**src/rtl/phase_acq_pkg.sv**
```systemverilog
package phase_acq_pkg;

    typedef enum logic [2:0] {
        PA_IDLE,
        PA_CAPT_A,
        PA_FLIP,
        PA_CAPT_B,
        PA_DIVIDE,
        PA_ISSUE
    } pa_state_e;

endpackage

```
**src/rtl/phase_acq_gap.sv**
```systemverilog
// Non-negative difference between a centre power and a neighbour power.
module phase_acq_gap #(
    parameter int PWR_W = 16
) (
    input  logic [PWR_W-1:0] centre,
    input  logic [PWR_W-1:0] neighbour,
    output logic [PWR_W-1:0] gap
);
    always_comb begin
        if (centre > neighbour) gap = centre - neighbour;
        else                    gap = '0;
    end
endmodule

```
**src/rtl/phase_acq_div.sv**
```systemverilog
// Restoring divider, one quotient bit per cycle, MSB first.
module phase_acq_div #(
    parameter int NUM_W = 21,
    parameter int DEN_W = 17
) (
    input  logic             clk,
    input  logic             rst_n,
    input  logic             go,
    input  logic [NUM_W-1:0] num,
    input  logic [DEN_W-1:0] den,
    output logic [NUM_W-1:0] quo,
    output logic             done
);
    localparam int REM_W = DEN_W + 1;
    localparam int CNT_W = $clog2(NUM_W + 1);

    typedef struct packed {
        logic [REM_W-1:0] rem;
        logic [NUM_W-1:0] quo;
        logic [DEN_W-1:0] den;
        logic [CNT_W-1:0] cnt;
        logic             run;
        logic             done;
    } div_t;

    div_t             cur_q, nxt_d;
    logic [REM_W-1:0] shifted;
    logic [REM_W:0]   trial;

    always_comb begin
        nxt_d      = cur_q;
        nxt_d.done = 1'b0;
        shifted    = {cur_q.rem[REM_W-2:0], cur_q.quo[NUM_W-1]};
        trial      = {1'b0, shifted} - {2'b00, cur_q.den};
        if (go) begin
            nxt_d.rem = '0;
            nxt_d.quo = num;
            nxt_d.den = den;
            nxt_d.cnt = CNT_W'(NUM_W);
            nxt_d.run = 1'b1;
        end else if (cur_q.run) begin
            if (!trial[REM_W]) begin
                nxt_d.rem = trial[REM_W-1:0];
                nxt_d.quo = {cur_q.quo[NUM_W-2:0], 1'b1};
            end else begin
                nxt_d.rem = shifted;
                nxt_d.quo = {cur_q.quo[NUM_W-2:0], 1'b0};
            end
            nxt_d.cnt = cur_q.cnt - 1'b1;
            if (cur_q.cnt == CNT_W'(1)) begin
                nxt_d.run  = 1'b0;
                nxt_d.done = 1'b1;
            end
        end
    end

    always_ff @(posedge clk or negedge rst_n) begin
        if (!rst_n) cur_q <= '0;
        else        cur_q <= nxt_d;
    end

    assign quo  = cur_q.quo;
    assign done = cur_q.done;
endmodule

```
**src/rtl/phase_acq_quant.sv**
```systemverilog
// Clamps the rounded quotient to half a period and applies the sign.
module phase_acq_quant #(
    parameter int NUM_W  = 21,
    parameter int STEP_W = 5,
    parameter int HALF   = 8
) (
    input  logic [NUM_W-1:0]  quo,
    input  logic              negative,
    output logic [STEP_W-1:0] steps
);
    logic [STEP_W-1:0] mag;

    always_comb begin
        if (quo > NUM_W'(HALF)) mag = STEP_W'(HALF);
        else                    mag = quo[STEP_W-1:0];
        steps = negative ? (~mag + 1'b1) : mag;
    end
endmodule

```
**src/rtl/phase_acq_top.sv**
```systemverilog
module phase_acq_top #(
    parameter int PWR_W           = 16,
    parameter int STEPS_PER_CYCLE = 16
) (
    input  logic                                 clk,
    input  logic                                 rst_n,
    input  logic                                 start,
    input  logic [PWR_W-1:0]                     ideal_pwr,
    input  logic                                 meas_valid,
    input  logic [PWR_W-1:0]                     pwr_center,
    input  logic [PWR_W-1:0]                     pwr_late,
    input  logic [PWR_W-1:0]                     pwr_early,
    output logic                                 flip_req,
    output logic                                 corr_valid,
    output logic [$clog2(STEPS_PER_CYCLE):0]     corr_steps,
    output logic                                 busy
);
    import phase_acq_pkg::*;

    localparam int LOG_STEPS = $clog2(STEPS_PER_CYCLE);
    localparam int HALF      = STEPS_PER_CYCLE / 2;
    localparam int STEP_W    = LOG_STEPS + 1;
    localparam int NUM_W     = PWR_W + LOG_STEPS + 1;
    localparam int DEN_W     = PWR_W + 1;

    typedef struct packed {
        pa_state_e         state;
        logic              pos;
        logic [PWR_W-1:0]  gap_a;
        logic [STEP_W-1:0] steps;
    } acq_t;

    acq_t              cur_q, nxt_d;
    logic [PWR_W-1:0]  gap_now;
    logic [PWR_W-1:0]  gap_a_lim;
    logic [PWR_W-1:0]  gap_b_lim;
    logic [PWR_W-1:0]  numer;
    logic [NUM_W-1:0]  div_num;
    logic [DEN_W-1:0]  div_den;
    logic [NUM_W-1:0]  div_quo;
    logic              div_go;
    logic              div_done;
    logic [STEP_W-1:0] q_steps;

    phase_acq_gap #(.PWR_W(PWR_W)) gap_i (
        .centre    (pwr_center),
        .neighbour (pwr_late),
        .gap       (gap_now)
    );

    // Numerator: positive error uses the first gap against the reference,
    // negative error uses the gap of the capture arriving now.
    always_comb begin
        gap_a_lim = (cur_q.gap_a > ideal_pwr) ? ideal_pwr : cur_q.gap_a;
        gap_b_lim = (gap_now > ideal_pwr) ? ideal_pwr : gap_now;
        numer     = cur_q.pos ? (ideal_pwr - gap_a_lim) : gap_b_lim;
        // round(HALF*N/I) = floor((2*HALF*N + I) / (2*I))
        div_num   = (NUM_W'(numer) << LOG_STEPS) + NUM_W'(ideal_pwr);
        div_den   = {ideal_pwr, 1'b0};
    end

    phase_acq_div #(.NUM_W(NUM_W), .DEN_W(DEN_W)) div_i (
        .clk   (clk),
        .rst_n (rst_n),
        .go    (div_go),
        .num   (div_num),
        .den   (div_den),
        .quo   (div_quo),
        .done  (div_done)
    );

    phase_acq_quant #(.NUM_W(NUM_W), .STEP_W(STEP_W), .HALF(HALF)) quant_i (
        .quo      (div_quo),
        .negative (~cur_q.pos),
        .steps    (q_steps)
    );

    always_comb begin
        nxt_d  = cur_q;
        div_go = 1'b0;
        unique case (cur_q.state)
            PA_IDLE: begin
                if (start) nxt_d.state = PA_CAPT_A;
            end
            PA_CAPT_A: begin
                if (meas_valid) begin
                    nxt_d.pos   = (pwr_late > pwr_early);
                    nxt_d.gap_a = gap_now;
                    nxt_d.state = PA_FLIP;
                end
            end
            PA_FLIP: begin
                nxt_d.state = PA_CAPT_B;
            end
            PA_CAPT_B: begin
                if (meas_valid) begin
                    div_go      = 1'b1;
                    nxt_d.state = PA_DIVIDE;
                end
            end
            PA_DIVIDE: begin
                if (div_done) begin
                    nxt_d.steps = q_steps;
                    nxt_d.state = PA_ISSUE;
                end
            end
            PA_ISSUE: begin
                nxt_d.state = PA_IDLE;
            end
            default: nxt_d.state = PA_IDLE;
        endcase
    end

    always_ff @(posedge clk or negedge rst_n) begin
        if (!rst_n) begin
            cur_q       <= '0;
            cur_q.state <= PA_IDLE;
        end else begin
            cur_q <= nxt_d;
        end
    end

    assign flip_req   = (cur_q.state == PA_FLIP);
    assign corr_valid = (cur_q.state == PA_ISSUE);
    assign busy       = (cur_q.state != PA_IDLE);
    assign corr_steps = cur_q.steps;
endmodule

```
**config.mk**
```make
export PLATFORM = sky130hd
export DESIGN_NAME = phase_acq_top
export DESIGN_NICKNAME = d
export VERILOG_FILES = /design/src/rtl/phase_acq_pkg.sv /design/src/rtl/phase_acq_gap.sv /design/src/rtl/phase_acq_div.sv /design/src/rtl/phase_acq_quant.sv /design/src/rtl/phase_acq_top.sv
export SDC_FILE = /design/constraint.sdc
export NUM_CORES = 1
export LEC_CHECK = 0
export ABC_AREA = 1
export BUFFER_PORTS_ARGS = -buffer_cell sky130_fd_sc_hd__buf_2
export CORE_MARGIN = 4
export CORE_UTILIZATION = 40
export DETAILED_ROUTE_END_ITERATION = 7
export GPL_ROUTABILITY_DRIVEN = 0
export SYNTH_ARGS = -nofsm -noshare
export SYNTH_HDL_FRONTEND = slang
export SYNTH_SLANG_ARGS = --single-unit
```
**constraint.sdc**
```tcl
create_clock -name clk -period 15.57 [get_ports clk]
set_clock_uncertainty 0.1 [all_clocks]
set_input_delay 2.3355 -clock clk [delete_from_list [all_inputs] [get_ports clk]]
set_output_delay 2.3355 -clock clk [all_outputs]
set_load 0.02 [all_outputs]
```
==> flow_summary.json <==
{
  "clock_path_buffers": 2,
  "setup_violations": 0,
  "dr_wl_met2_um": 10300,
  "synthCells": 1182,
  "netlist_top_cells_count": "253 x nand2_1, 191 x inv_1, 110 x ha_1, 110 x o21ai_0, 90 x a21oi_1",
  "synth_enable_flop_cells": 0,
  "io_buffer_count": 75,
  "io_pins": 76,
  "grt_pass1_vias": 7587,
  "synth_area_leaders": "dfrtp_1 26%, ha_1 17%, nand2_1 12%, inv_1 8.7%, o21ai_0 6.7%",
  "insertion_delay_ps": 350,
  "synth-main-ff-cell": "dfrtp_1",
  "rows": 52,
  "crit_required_ps": 15740,
  "critPathMaxFanout": 20,
  "gr-total-overflow": 0,
  "synth_area_leader_cell": "dfrtp_1",
  "p_leak_uw": 0.00487,
  "grt_max_degree": 70,
  "power.net_switching_uw": 912,
  "tritoncts": "yes",
  "power_frac_seq": 0.215,
  "core_area_sq_mm": 0.0203,
  "start_util": 0.407,
  "intPower_uw": 934,
  "drive_gt1_frac": 0.110,
  "clkTransAtPathRegs_ps": 70,
  "irDropWorstVdd_uv": 63.5,
  "dr.pass1.iters": 5,
  "grt_pass1_wl_um": 35600,
  "wire_per_inst_um": 14.1,
  "antennaDiodeCount": 0,
  "hp-class": "flop to flop",
  "clock_power_share": 0.134,
  "die_h_um": 152,
  "clkSinkCount": 86,
  "grt_usage": 0.193,
  "dr_wl_met3_um": 792,
  "wl_um": 21400,
  "ys_seq_area_frac": 0.261,
  "met1Wirelength_um": 9900,
  "antenna_found_initial": 0,
  "pwr_density_cell_mw_per_mm2": 200,
  "synthesis.area_sq_mm": 0.00826,
  "worst_slack_ps": 7320,
  "post_synth_num_cell_types": 57,
  "fin_crit_ps": 8250,
  "vias": 7740,
  "fillers": 2187,
  "combPwrFrac": 0.652,
  "period_share": 0.530,
  "fin_tns_setup_ps": 0,
  "ys_seq_elements": 86,
  "final_core_util": 0.454,
  "clock.fmax_mhz": 121,
  "viasPerCell": 5.09,
  "avgSynthCellArea_sq_um": 6.98,
  "synth.most_common_cell": "nand2_1",
  "drtIter0Drc": 313,
  "drc": 0,
  "multi_input_area_sq_mm": 0.00521,
  "dp_hpwl_um": 17000,
  "die_area_sq_mm": 0.0230,
  "ff_latch_area_sq_mm": 0.00215,
  "crit_top_cell": "nand2_1",
  "final_nets": 1428,
  "r2r_slack_ps": 9900,
  "cap_viol_max_count": 0,
  "finalHoldViolCount": 0,
  "dp.cells": 1505,
  "post_cts_resized": 0,
  "post-cts-setup-buffers": 0,
  "clockRootBuffer": "clkbuf_16",
  "syn_to_final_growth_pct": 11.7,
  "outcome": "complete, no violations",
  "die_w_um": 152,
  "htreeDepth": 3,
  "slew_headroom": 0.407,
  "slowest_stage": "fa_1",
  "switching_share": 0.494,
  "critical_path_class": "primary input to flop",
  "antenna_left": 0,
  "maxSlewViolCount": 0,
  "cts_buffers": 9,
  "cp_data_arrival_time_ps": 8430,
  "cts-hold-fix-buffers": 0,
  "yosysWarnings": 0,
  "synth_top_area_share": 0.261,
  "routed.top_layer": "met4",
  "pre_cts_slack_ps": 6910,
  "synth_nets": 1364,
  "tightest_slew_ps": 889,
  "stdcell_count": 1521,
  "async_flop_share": 1.00,
  "start_kind": "primary input",
  "rsz0062_at_grt": "no",
  "slowest_delay_ps": 410,
  "end_kind": "flop"
}
layout by cell type, fill, tap and decap left out, drive strengths merged, types with 10 or more instances in the layout:
cell type and instances:
inv 198, o21ai 116, ha 110, nor2 86, nand2 260, nor3 16
or2 10, buf 83, a21oi 90, xor2 17, nand3 59, o221ai 14
dfrtp 86
per-layer routing:
metal | GRT usage | vias to the layer above
li1 | - | 4066
met1 | 0.244 | 3498
met2 | 0.343 | 149
met3 | 0.0220 | 27
met4 | 0.0620 | 0
met5 | 0 | -
power groups by stage:
stage	Clock, uW	Sequential [uW]	Combinational (uW)
4_1_cts	253	396	1210
2_1_floorplan	0	381	947
3_3_place_gp	0	397	1190
3_5_place_dp	0	400	1200
5_1_grt	261	409	1390
6_report	247	396	1200
cell type report:
| cell class | count | share of cell area |
|---|---|---|
| tap | 270 | 0.0366 |
| clock buffer | 9 | 0.0244 |
| inverter | 200 | 0.0814 |
| multi-input combinational | 866 | 0.565 |
| clock inverter | 7 | 0.0111 |
| timing repair buffer | 83 | 0.0475 |
| sequential | 86 | 0.233 |
stage by stage:
step	hold WS (ps)	total power (uW)	area [sq um]
final	385	1850	9220
after global routing	411	2060	9220
after CTS	389	1860	9220
after detailed placement	371	1600	8890
after global placement	365	1580	8890
after floorplan	353	1330	8260
cell families (layout without fill, tap and decap cells):
family | Yosys count | after routing | share of synthesized area
XOR/XNOR | 23 | 23 | 0.0244
adder cells (fa/ha/maj) | 114 | 114 | 0.176
AND/OR/NAND/NOR | 448 | 448 | 0.234
flip-flops | 86 | 86 | 0.261
AO/OA/AOI/OAI | 281 | 281 | 0.196
buffers and inverters | 230 | 299 | 0.108
worst max-delay path, delay by kind of cell:
family / cells / cell delay (ps)
simple gates: 28 / 3000
fa+ha+maj: 5 / 1420
compound gates: 7 / 980
buf+inv: 7 / 660
flip-flops by register name, indices dropped and copies added, names as in the netlist:
signal	cells
div_i.cur_q	39
div_i.quo	21
cur_q	20
corr_steps	5
div_i.done	1
path summary, 6_finish.rpt:
kind | endpoint | from | cells past startpoint
max in group asynchronous | div_i.quo[14] | rst_n | 2
min in group asynchronous | cur_q[7] | rst_n | 1
max reg2reg | div_i.quo[19] | cur_q[8] | 36
min reg2reg | corr_steps[2] | corr_steps[2] | 2
max | div_i.quo[20] | pwr_center[0] | 47
min | corr_steps[2] | corr_steps[2] | 2
Power figures use the tool's default switching activity.
